==> config.mk <==
export PLATFORM = sky130hd
export DESIGN_NAME = cbar_gen
export DESIGN_NICKNAME = d
export VERILOG_FILES = /design/src/rtl/cbar_pkg.sv /design/src/rtl/cbar_regs.sv /design/src/rtl/cbar_barpos.sv /design/src/rtl/cbar_seq.sv /design/src/rtl/cbar_gen.sv
export SDC_FILE = /design/constraint.sdc
export NUM_CORES = 1
export LEC_CHECK = 0
export CORE_UTILIZATION = 55
export CTS_BUF_LIST = sky130_fd_sc_hd__clkbuf_8
export DETAILED_ROUTE_END_ITERATION = 8
export PLACE_DENSITY_LB_ADDON = 0.25
export SLEW_MARGIN = 20
export SYNTH_ARGS = -nofsm -noshare
export SYNTH_HDL_FRONTEND = slang
export SYNTH_SLANG_ARGS = --single-unit
==> constraint.sdc <==
create_clock -name clk -period 12.5 [get_ports clk]
set_clock_uncertainty 0.05 [all_clocks]
set_input_delay 2.5 -clock clk [delete_from_list [all_inputs] [get_ports clk]]
set_output_delay 2.5 -clock clk [all_outputs]
set_load 0.02 [all_outputs]
==> src/rtl/cbar_pkg.sv <==
package cbar_pkg;
  localparam int PLANE_W  = 8;
  localparam int PLANES   = 3;
  localparam int DATA_W   = PLANE_W * PLANES;
  localparam int BAR_W    = 3;
  localparam logic [PLANE_W-1:0] LVL_OFF = 8'd16;
  localparam logic [PLANE_W-1:0] LVL_ON  = 8'd180;
  localparam logic [3:0] TYPE_CTRL = 4'hF;
  localparam logic [3:0] TYPE_VID  = 4'h0;

  typedef enum logic [2:0] {
    ST_IDLE, ST_CHDR, ST_CWID, ST_CHGT, ST_VHDR, ST_VPIX
  } seq_st_e;

  typedef struct packed {
    logic flat;
    logic ycc;
  } mode_t;

  // Bar index to packed pixel {p2,p1,p0}
  function automatic logic [DATA_W-1:0] bar_color(input logic [BAR_W-1:0] b,
                                                  input logic ycc);
    logic [PLANE_W-1:0] r, g, bl;
    logic [DATA_W-1:0]  c;
    r  = b[1] ? LVL_OFF : LVL_ON;
    g  = b[2] ? LVL_OFF : LVL_ON;
    bl = b[0] ? LVL_OFF : LVL_ON;
    c  = {bl, g, r};
    if (ycc) begin
      case (b)
        3'd0:    c = {8'd128, 8'd128, 8'd180};
        3'd1:    c = {8'd142, 8'd44,  8'd162};
        3'd2:    c = {8'd44,  8'd156, 8'd131};
        3'd3:    c = {8'd58,  8'd72,  8'd112};
        3'd4:    c = {8'd198, 8'd184, 8'd84};
        3'd5:    c = {8'd212, 8'd100, 8'd65};
        3'd6:    c = {8'd114, 8'd212, 8'd35};
        default: c = {8'd128, 8'd128, 8'd16};
      endcase
    end
    return c;
  endfunction
endpackage

==> src/rtl/cbar_regs.sv <==
module cbar_regs
  import cbar_pkg::*;
#(
  parameter int DIM_W = 16,
  parameter int DEF_W = 16,
  parameter int DEF_H = 4
) (
  input  logic                clk,
  input  logic                rst_n,
  input  logic                wr,
  input  logic [2:0]          addr,
  input  logic [DIM_W-1:0]    wdata,
  output logic                run,
  output logic [DIM_W-1:0]    width,
  output logic [DIM_W-1:0]    height,
  output mode_t               mode,
  output logic [DATA_W-1:0]   planes
);
  logic                run_n;
  logic [DIM_W-1:0]    width_n, height_n;
  mode_t               mode_n;
  logic [DATA_W-1:0]   planes_n;

  always_comb begin
    run_n    = run;
    width_n  = width;
    height_n = height;
    mode_n   = mode;
    planes_n = planes;
    if (wr) begin
      case (addr)
        3'd0: run_n    = wdata[0];
        3'd1: width_n  = wdata;
        3'd2: height_n = wdata;
        3'd3: mode_n   = '{flat: wdata[0], ycc: wdata[1]};
        3'd4: planes_n[0*PLANE_W +: PLANE_W] = wdata[PLANE_W-1:0];
        3'd5: planes_n[1*PLANE_W +: PLANE_W] = wdata[PLANE_W-1:0];
        3'd6: planes_n[2*PLANE_W +: PLANE_W] = wdata[PLANE_W-1:0];
        default: ;
      endcase
    end
  end

  always_ff @(posedge clk or negedge rst_n) begin
    if (!rst_n) begin
      run    <= 1'b0;
      width  <= DIM_W'(DEF_W);
      height <= DIM_W'(DEF_H);
      mode   <= '0;
      planes <= '0;
    end else begin
      run    <= run_n;
      width  <= width_n;
      height <= height_n;
      mode   <= mode_n;
      planes <= planes_n;
    end
  end
endmodule

==> src/rtl/cbar_barpos.sv <==
module cbar_barpos
  import cbar_pkg::*;
#(
  parameter int DIM_W = 16
) (
  input  logic              clk,
  input  logic              rst_n,
  input  logic              start,
  input  logic              step,
  input  logic              line_end,
  input  logic [DIM_W-1:0]  bar_len,
  output logic [BAR_W-1:0]  bar
);
  localparam logic [BAR_W-1:0] LAST_BAR = '1;

  logic [DIM_W-1:0] pos, pos_n;
  logic [BAR_W-1:0] bar_n;
  logic [BAR_W-1:0] first_bar;

  assign first_bar = (bar_len == '0) ? LAST_BAR : '0;

  always_comb begin
    bar_n = bar;
    pos_n = pos;
    if (start || (step && line_end)) begin
      bar_n = first_bar;
      pos_n = '0;
    end else if (step && (bar != LAST_BAR)) begin
      if (pos == bar_len - 1'b1) begin
        bar_n = bar + 1'b1;
        pos_n = '0;
      end else begin
        pos_n = pos + 1'b1;
      end
    end
  end

  always_ff @(posedge clk or negedge rst_n) begin
    if (!rst_n) begin
      bar <= '0;
      pos <= '0;
    end else begin
      bar <= bar_n;
      pos <= pos_n;
    end
  end
endmodule

==> src/rtl/cbar_seq.sv <==
module cbar_seq
  import cbar_pkg::*;
#(
  parameter int DIM_W = 16
) (
  input  logic               clk,
  input  logic               rst_n,
  input  logic               run,
  input  logic [DIM_W-1:0]   width,
  input  logic [DIM_W-1:0]   height,
  input  mode_t              mode,
  input  logic [DATA_W-1:0]  planes,
  input  logic [BAR_W-1:0]   bar,
  input  logic               ready,
  output logic               valid,
  output logic               sop,
  output logic               eop,
  output logic [DATA_W-1:0]  data,
  output logic               bar_start,
  output logic               bar_step,
  output logic               line_end,
  output logic [DIM_W-1:0]   bar_len
);
  seq_st_e            st, st_n;
  logic [DIM_W-1:0]   col, col_n, row, row_n;
  logic [DIM_W-1:0]   w_l, h_l;
  mode_t              mode_l;
  logic [DATA_W-1:0]  planes_l;
  logic               fire, last_pix, load;

  assign valid     = (st != ST_IDLE);
  assign fire      = valid && ready;
  assign line_end  = (col == w_l - 1'b1);
  assign last_pix  = line_end && (row == h_l - 1'b1);
  assign bar_len   = w_l >> BAR_W;
  assign bar_start = (st == ST_VHDR) && fire;
  assign bar_step  = (st == ST_VPIX) && fire;
  assign load      = run && ((st == ST_IDLE) || (bar_step && last_pix));
  assign sop       = (st == ST_CHDR) || (st == ST_VHDR);
  assign eop       = (st == ST_CHGT) || ((st == ST_VPIX) && last_pix);

  always_comb begin
    case (st)
      ST_CHDR: data = DATA_W'(TYPE_CTRL);
      ST_CWID: data = DATA_W'(w_l);
      ST_CHGT: data = DATA_W'(h_l);
      ST_VPIX: data = mode_l.flat ? planes_l : bar_color(bar, mode_l.ycc);
      default: data = '0;
    endcase
  end

  always_comb begin
    st_n  = st;
    col_n = col;
    row_n = row;
    case (st)
      ST_IDLE: if (run) st_n = ST_CHDR;
      ST_CHDR: if (fire) st_n = ST_CWID;
      ST_CWID: if (fire) st_n = ST_CHGT;
      ST_CHGT: if (fire) st_n = ST_VHDR;
      ST_VHDR: if (fire) begin
        st_n  = ST_VPIX;
        col_n = '0;
        row_n = '0;
      end
      ST_VPIX: if (fire) begin
        if (last_pix) begin
          st_n = run ? ST_CHDR : ST_IDLE;
        end else if (line_end) begin
          col_n = '0;
          row_n = row + 1'b1;
        end else begin
          col_n = col + 1'b1;
        end
      end
      default: st_n = ST_IDLE;
    endcase
  end

  always_ff @(posedge clk or negedge rst_n) begin
    if (!rst_n) begin
      st  <= ST_IDLE;
      col <= '0;
      row <= '0;
    end else begin
      st  <= st_n;
      col <= col_n;
      row <= row_n;
    end
  end

  always_ff @(posedge clk or negedge rst_n) begin
    if (!rst_n) begin
      w_l      <= '0;
      h_l      <= '0;
      mode_l   <= '0;
      planes_l <= '0;
    end else if (load) begin
      w_l      <= width;
      h_l      <= height;
      mode_l   <= mode;
      planes_l <= planes;
    end
  end
endmodule

==> src/rtl/cbar_gen.sv <==
module cbar_gen
  import cbar_pkg::*;
#(
  parameter int DIM_W = 16,
  parameter int DEF_W = 16,
  parameter int DEF_H = 4
) (
  input  logic               clk,
  input  logic               rst_n,
  input  logic               cfg_wr,
  input  logic [2:0]         cfg_addr,
  input  logic [DIM_W-1:0]   cfg_wdata,
  input  logic               src_ready,
  output logic               src_valid,
  output logic               src_sop,
  output logic               src_eop,
  output logic [DATA_W-1:0]  src_data
);
  logic [1:0]         rst_sync;
  logic               rst_int_n;
  logic               run;
  logic [DIM_W-1:0]   width, height, bar_len;
  mode_t              mode;
  logic [DATA_W-1:0]  planes;
  logic [BAR_W-1:0]   bar;
  logic               bar_start, bar_step, line_end;

  // reset asserts at once, releases on the clock
  always_ff @(posedge clk or negedge rst_n) begin
    if (!rst_n) rst_sync <= '0;
    else        rst_sync <= {rst_sync[0], 1'b1};
  end
  assign rst_int_n = rst_sync[1];

  cbar_regs #(.DIM_W(DIM_W), .DEF_W(DEF_W), .DEF_H(DEF_H)) regs_i (
    .clk(clk), .rst_n(rst_int_n), .wr(cfg_wr), .addr(cfg_addr),
    .wdata(cfg_wdata), .run(run), .width(width), .height(height),
    .mode(mode), .planes(planes)
  );

  cbar_seq #(.DIM_W(DIM_W)) seq_i (
    .clk(clk), .rst_n(rst_int_n), .run(run), .width(width),
    .height(height), .mode(mode), .planes(planes), .bar(bar),
    .ready(src_ready), .valid(src_valid), .sop(src_sop), .eop(src_eop),
    .data(src_data), .bar_start(bar_start), .bar_step(bar_step),
    .line_end(line_end), .bar_len(bar_len)
  );

  cbar_barpos #(.DIM_W(DIM_W)) barpos_i (
    .clk(clk), .rst_n(rst_int_n), .start(bar_start), .step(bar_step),
    .line_end(line_end), .bar_len(bar_len), .bar(bar)
  );
endmodule

# After elaboration in Yosys (flattened, before gate mapping)
# Index checks and enable logic that the tools add are counted.
[totals] output_inout_bits=27 input_bits=23 ff_bits=173 mem_bits_rw=0 word_cells=120 rom_bits=0 latchBits=0 n_memories=0
[op_classes] reduce_logical=32 n_addsub=7 mul=0 shifts=0 n_eq_ne=30 order_cmp=0 n_div=0 n_bitwise=0 muxes=32
[op_table] operator="$pmux 24 s7" count=1
[op_table] operator="$mux 16" count=10
[op_table] operator="$pmux 24 s4" count=1
[op_table] operator="$pmux 16 s2" count=2
[op_table] operator="$add 16x1->16 const B" count=3
[op_table] operator="$eq 16x16->1" count=3
[op_table] operator="$mux 24" count=2
[op_table] operator="$mux 3" count=11
[op_table] operator="$sub 16x1->16 const B" count=2
[op_table] operator="$eq 3x3->1 const B" count=8
[op_table] operator="$mux 8" count=3
[op_table] operator="$eq 3x2->1 const B" count=6
[op_table] operator="$pmux 3 s6" count=1
[op_table] operator="$logic_not 16->1" count=1
[op_table] operator="$reduce_and 2->1" count=8
[op_table] operator="$sub 13x1->14 const B" count=1
[op_table] operator="$ne 2x1->1 const B" count=6
[op_table] operator="$eq 3x1->1 const B" count=3
[op_table] operator="$logic_and 1x1->1" count=9
[op_table] operator="$logic_not 3->1" count=3
[op_table] operator="$reduce_and 7->1" count=1
[op_table] operator="$ne 2x2->1 const B" count=3
[op_table] operator="$reduce_bool 2->1" count=3
[op_table] operator="$reduce_and 5->1" count=1
[op_table] operator="other kinds (6)" count=9

# Longest topological paths before layout
# Gate-level depths: netlist (run 1).
[logic_depth] depth_word=7 depth_mapped=14

# Cells and area by module
# A second synthesis (run 1) with hierarchy kept.
[unflattened] hier_cells=1026 area_unflattened_um2=10467.5
[modules_own_cells] module="cbar_seq" cells_each=684 seq_area_each_um2=2327.2 area_each_um2=6237.2 instances=1
[modules_own_cells] module="cbar_regs" cells_each=130 seq_area_each_um2=1478.9 area_each_um2=2326.0 instances=1
[modules_own_cells] module="cbar_barpos" cells_each=209 seq_area_each_um2=475.5 area_each_um2=1850.5 instances=1
[modules_own_cells] module="cbar_gen" cells_each=3 seq_area_each_um2=50.0 area_each_um2=53.8 instances=1

# Least setup slack after synthesis (run 1)
# Ideal clock, no wire load.
[synth_path] path_type="register -> output" from="register seq_i.w_l[3]" to="output src_eop" path_buffers=1 setup_slack_ps=6906 stages_incl_launch_ff=12 arrival_time_ps=3044 path_cell_list="dfrtp_1 buf_2 inv_1 ha_1 nand2b_1 or3_1 a2111oi_2 o22ai_1 nor4_4 and2_1 nand2_1 a21boi_0"
[synth_via] elab_chain_cells=5
[synth_lines] element="start, declared" line="cbar_seq.sv:26" text="logic [DIM_W-1:0] w_l, h_l;"
[synth_lines] element="start signal, assigned" line="cbar_seq.sv:99" text="w_l <= width;"
[synth_lines] element="$sub 16x1->16" line="cbar_seq.sv:33" text="assign line_end = (col == w_l - 1'b1);"
[synth_lines] element="$eq 16x16->1" line="cbar_seq.sv:33"
[synth_lines] element="$logic_and 1x1->1" line="cbar_seq.sv:34" text="assign last_pix = line_end && (row == h_l - 1'b1);"
[synth_lines] element="$logic_and 1x1->1" line="cbar_seq.sv:40" text="assign eop = (st == ST_CHGT) || ((st == ST_VPIX) && last_pix);"
[synth_lines] element="$logic_or 1x1->1" line="cbar_seq.sv:40"
[synth_lines] element="end, declared" line="cbar_gen.sv:16" text="output logic src_eop,"
# No other way between the ends.

# Final worst setup path (run 1)
# Same ends and word-level chain as after synthesis.

==> out/metrics.yaml, run 1 <==
worst_setup_path:
  cpPeakStageDelay_ns: 0.67
  end_kind: "primary output"
  crit_type: "reg2out"
  crit_fanout: 10
  cp.depth: 11
  r2r_slack_ns: 7.77
  start_kind: "flip-flop"
  crit_buf_inv: 2
  cp_data_arrival_time_ns: 4.45
  path_cells: "inv_1, ha_1, nand2b_1, or3_1, a2111oi_2, o22ai_1, nor4_4, and2_1, nand2_1, a21boi_0, clkdlybuf4s50_1"
  crit_path_top_delay_cell: "clkdlybuf4s50_1"
  rr_endpoint: "seq_i.planes_l[0]"
  reg2reg_depth: 11
  crit_required_ns: 9.95
  r2r_start: "seq_i.w_l[3]"
  path_delay_family: "simple AND/OR/NAND/NOR gates"
timing:
  period_share_pct: 56.0
  finalSetupViolCount: 0
  timing.final.crit_period_ns: 7.00
  grt_setup_unrepaired: "false"
  hold_violations: 0
  tns_ns: 0
  max_freq_mhz: 143
  finalWorstSetupSlack_ns: 5.50
  maxSlewHeadroom_pct: 26.1
  drv_slew: 0
  tightest_slew_ns: 1.11
routing:
  num_vias: 7968
  first_pass_iters: 7
  drt_wl_total_um: 25700
  drt-initial-drc-count: 699
  viasPerCell: 6.33
  drc_errors: 0
  wl_per_cell_um: 20.4
  detail-route-antenna-nets: 0
finish:
  syn2layout_area_growth_pct: 9.84
  finalNetCount: 1051
  final_cell_mix: "dfrtp_1, mux2_2, nand2_1"
  drive_gt1_share_pct: 16.7
  layout.cells.non_filler: 1258
  diodes: 0
  stdcell_area_sq_mm: 0.0111
  final_common_cell: "dfrtp_1"
  num-fill-cells: 1495
grt:
  grt_util_met2_pct: 45.5
  grt_pass1_wl_um: 41300
  grt_pass1_vias: 7652
  grt_use_met3_pct: 5.74
  grt-busiest-layer: "met2"
  groute.layer.met1.usage_pct: 40.5
  overflow: 0
  antenna_found_initial: 0
  grtUsageTotal_pct: 29.1
  grt_max_degree: 74
clock_tree:
  cts_sinks: 173
  numCtsBuffers: 17
  cts_hold_buffers: 0
  clockBufferDepth: 2
  clk_pin_slew_ns: 0.11
  ctsResizeCount: 0
  cts_setup_buffers: 0
  cts_tree: "yes"
  insertion_delay_ns: 0.49
  cts_root_buffer: "clkbuf_8"
  htreeDepth: 4
logic_synthesis:
  synth_warnings: 0
  async_flop_share_pct: 100
  synthDominantCellAreaShare_pct: 42.5
  synthFlopType: "dfrtp_1"
  synth_nets: 1039
  synth-edff-count: 0
  synthTopCellsByArea: "dfrtp_1, mux2_2, a21oi_1"
  synth_cell_types: 76
  ys_ff_latch: 173
  yosys.area.top_type: "dfrtp_1"
  synth.avg_cell_area_sq_um: 10.0
  synthCells: 1004
  synth_seq_area_share_pct: 43.0
  synth_area_sq_mm: 0.0101
die:
  die_w_um: 137
  num_io_pins: 50
  fp.dieH_um: 137
  core_area_sq_mm: 0.0180
  row_count: 49
  start_util_pct: 56.0
  die-area_sq_mm: 0.0188
placement:
  port-buffer-count: 49
  place_area_sq_mm: 0.0106
  dp.cells: 1226
  place_ws_ns: 6.03
  dp.final_hpwl_um: 18400
  gp_congestion: 0.943
status:
  status: "finished clean"
flow_run:
  max_cap_viol_count: 0
power:
  total_power_mw: 1.18
  ir_drop_mv: 0.0875
  p_per_area_mw_per_mm2: 106
  p_leak_nw: 4.88
min_path:
  hp-class: "reg2async"
-- cell families (layout without fill, tap and decap cells) --
kind of cell,count (synthesis),after routing,synth area share [%]
AO/OA/AOI/OAI,217,217,14.1
XOR/XNOR,53,53,4.61
adder cells (fa/ha/maj),12,12,1.49
buffers and inverters,92,117,4.09
flip-flops,173,173,43.0
multiplexers,138,138,15.2
other,1,1,0.0372
AND/OR/NAND/NOR,318,318,17.4
-- worst register-to-register path, delay by kind of cell, from the launching register on --
kind / cells / cell delay (ns)
simple gates: 4 / 1.37
buf+inv: 2 / 0.71
fa+ha+maj: 1 / 0.25
compound gates: 3 / 1.34
flops: 1 / 0.52
mux: 1 / 0.41
-- metal layers --
| layer | part of all wire, % | routed length, um |
|---|---|---|
| met5 | 0 | 0 |
| met3 | 4.9 | 1250 |
| met1 | 46 | 11800 |
| met2 | 47 | 12200 |
| met4 | 2.0 | 506 |
-- report_power, final --
| part | switching (mW) | internal [mW] | leakage (nW) |
|---|---|---|---|
| clock network | 0.261 | 0.159 | 0.212 |
| registers | 0.0455 | 0.611 | 2.23 |
| logic | 0.0464 | 0.0543 | 2.43 |
-- sequential cells by signal (all words and copies together), names as in the netlist --
name / flops
seq_i.mode_l: 2
regs_i.mode: 2
barpos_i.bar: 3
seq_i.row: 16
seq_i.h_l: 16
seq_i.w_l: 16
barpos_i.pos: 16
regs_i.run: 1
seq_i.planes_l: 24
regs_i.planes: 24
seq_i.col: 16
rst_sync: 2
regs_i.width: 16
regs_i.height: 16
seq_i.st: 3
-- per-stage QoR --
stage | hold slack [ns] | utilization [%]
6_report | 0.295 | 61.6
5_1_grt | 0.341 | 61.6
4_1_cts | 0.319 | 61.6
3_5_place_dp | 0.293 | 59.1
3_3_place_gp | 0.287 | 59.1
2_1_floorplan | 0.281 | -
-- synthesized netlist by cell type (7+ instances only) --
cell	number
a211oi_1	10
a21o_1	7
a21oi_1	58
a22o_1	8
a31o_2	7
and2_1	10
and3_1	13
buf_2	8
clkbuf_1	45
dfrtp_1	171
ha_1	12
inv_1	26
mux2_1	20
mux2_2	99
mux2i_1	19
nand2_1	68
nand2b_1	10
nand3_1	33
nand4_1	17
nor2_1	50
nor2b_1	8
nor3_1	18
nor3b_1	11
nor4_1	15
o21ai_0	53
o22ai_1	11
o31ai_1	10
or3_1	27
or4_1	8
xnor2_1	32
xor2_1	21
-- layout make-up --
type | count | area (sq um) | area share (%)
multi-input cells | 739 | 5340 | 48.3
flip-flops and latches | 173 | 4340 | 39.2
repair buffers | 57 | 551 | 4.98
well taps | 229 | 287 | 2.59
clock buffers | 17 | 234 | 2.12
clock inverters | 15 | 205 | 1.86
inverters | 28 | 105 | 0.950
-- worst max-delay path by stage --
stage | startpoint | to | slack, ns
after floorplan | seq_i.w_l[3] | src_eop | 6.91
after global placement | seq_i.w_l[3] | src_eop | 6.13
after detailed placement | seq_i.w_l[3] | src_eop | 6.03
after CTS | seq_i.w_l[3] | src_eop | 5.48
after global routing | seq_i.w_l[3] | src_eop | 5.23
final | seq_i.w_l[3] | src_eop | 5.50
Power figures use the tool's default switching activity.
==> run 2: changes to the inputs <==
clock period = 6.03 ns   (was 12.5 ns; I/O delays follow)
==> run 2 against run 1 <==
Net effect: wire length up 0.33%; worst hold slack improved by 0.021 ns; largest power group unchanged; non-clock buffer count grew 1; critical path type unchanged; final area rose by 0.34%; die area unchanged; combinational power is 110% higher; global-route usage decreased by 0.10 points; sequential power increased by 110%; highest routed layer unchanged; critical path depth is 1 higher.
==> out/metrics.yaml, run 2 (synthesis gave the netlist of run 1 again) <==
routing:
  drt-initial-drc-count: 724
  viasPerCell: 6.38
  drc_errors: 0
  drt_wl_total_um: 25800
  wl_per_cell_um: 20.5
  num_vias: 8036
  first_pass_iters: 5
  detail-route-antenna-nets: 0
worst_setup_path:
  crit_fanout: 10
  cpPeakStageDelay_ns: 0.69
  end_kind: "primary output"
  crit_buf_inv: 3
  r2r_slack_ns: 1.55
  cp_data_arrival_time_ns: 4.35
  crit_required_ns: 4.77
  path_cells: "inv_1, ha_1, nand2b_1, or3_1, a2111oi_2, o22ai_1, nor4_4, buf_4, and2_1, nand2_1, a21boi_0, clkdlybuf4s50_1"
  start_kind: "flip-flop"
  path_delay_family: "simple AND/OR/NAND/NOR gates"
  crit_type: "reg2out"
  crit_path_top_delay_cell: "clkdlybuf4s50_1"
finish:
  final_cell_mix: "dfrtp_1, mux2_2, nand2_1"
  reg_top3: "regs_i.planes (24), seq_i.planes_l (24)"
  finalNetCount: 1052
  drive_gt1_share_pct: 16.8
  final_util_pct: 61.8
  syn2layout_area_growth_pct: 10.2
  final_common_cell: "dfrtp_1"
clock_tree:
  cts_setup_buffers: 0
  cts_hold_buffers: 0
  numCtsBuffers: 17
  ctsResizeCount: 0
  cts_root_buffer: "clkbuf_8"
  clk_pin_slew_ns: 0.12
  htreeDepth: 4
  cts_tree: "yes"
  insertion_delay_ns: 0.49
  cts_sinks: 173
  clockBufferDepth: 2
timing:
  timing.final.crit_period_ns: 5.61
  hold_violations: 0
  max_freq_mhz: 178
  finalSetupViolCount: 0
  tns_ns: 0
  tightest_slew_ns: 1.12
  drv_slew: 0
  period_share_pct: 93.0
  maxSlewHeadroom_pct: 25.4
  grt_setup_unrepaired: "false"
flow_run:
  max_cap_viol_count: 0
grt:
  grt_max_degree: 172
  grt_pass1_vias: 7487
  grtUsageTotal_pct: 29.0
  grt_pass1_wl_um: 41000
  overflow: 0
  antenna_found_initial: 0
die:
  core_area_sq_mm: 0.0180
  num_io_pins: 50
  fp.dieH_um: 137
  start_util_pct: 56.0
  row_count: 49
  die-area_sq_mm: 0.0188
  die_w_um: 137
min_path:
  hp-class: "reg2reg"
placement:
  port-buffer-count: 49
  gp_congestion: 0.919
  dp.final_hpwl_um: 18200
power:
  p_per_area_mw_per_mm2: 219
  total_power_mw: 2.43
  ir_drop_mv: 0.216
  p_leak_nw: 4.89
status:
  status: "finished clean"
==> run 2: cell type report <==
| cell class | count | area, sq um |
|---|---|---|
| Tap cell | 229 | 287 |
| Sequential cell | 173 | 4340 |
| Timing Repair Buffer | 58 | 583 |
| Antenna cell | 1 | 2.50 |
| Clock inverter | 15 | 208 |
| Multi-Input combinational cell | 739 | 5340 |
| Clock buffer | 17 | 234 |
| Fill cell | 1482 | 6870 |
| Inverter | 28 | 105 |
==> run 2: worst reg2reg max path, cell delays in order (launching register included) <==
cell       delay [ns]
dfrtp_1          0.53
inv_1            0.14
ha_1             0.26
nand2b_1         0.17
or3_1            0.41
a2111oi_2        0.36
o22ai_1          0.19
or4_1            0.81
o21ai_4          0.65
and2_1           0.60
o21ai_0          0.16
==> run 2: layer usage <==
| metal | share of wire (%) | global-route usage, % | vias to the layer above |
|---|---|---|---|
| li1 | - | - | 3706 |
| met1 | 45 | 41.0 | 3988 |
| met2 | 46 | 44.2 | 296 |
| met3 | 6.0 | 4.53 | 46 |
| met4 | 2.7 | 12.3 | 0 |
| met5 | 0 | 0 | - |
==> run 2: power by group <==
| group | switching, mW | internal (mW) | leakage, nW |
|---|---|---|---|
| combinational | 0.101 | 0.113 | 2.44 |
| clock | 0.540 | 0.328 | 0.213 |
| sequential | 0.0870 | 1.27 | 2.23 |
| total | 0.727 | 1.71 | 4.89 |
==> run 2: final timing paths <==
path	end	start	cells past startpoint
worst min register to register	rst_sync[1]	rst_sync[0]	0
worst max-delay path	src_eop	seq_i.w_l[3]	12
max in group asynchronous	barpos_i.pos[9]	rst_sync[1]	1
min in group asynchronous	seq_i.row[12]	rst_sync[1]	1
worst min-delay path	rst_sync[1]	rst_sync[0]	0
worst max register to register	seq_i.row[1]	seq_i.w_l[3]	10
==> run 2: metrics by stage <==
| step | worst slack [ns] | cells | hold slack, ns | cell area, sq um |
|---|---|---|---|---|
| 2_1_floorplan | 0.806 | 1004 | 0.281 | 10100 |
| 4_1_cts | 0.456 | 1259 | 0.319 | 11100 |
| 6_report | 0.419 | 1260 | 0.316 | 11100 |
| 3_3_place_gp | 1.13 | 1227 | 0.288 | 10700 |
| 5_1_grt | 0.111 | 1259 | 0.331 | 11100 |
| 3_5_place_dp | 1.03 | 1227 | 0.293 | 10700 |
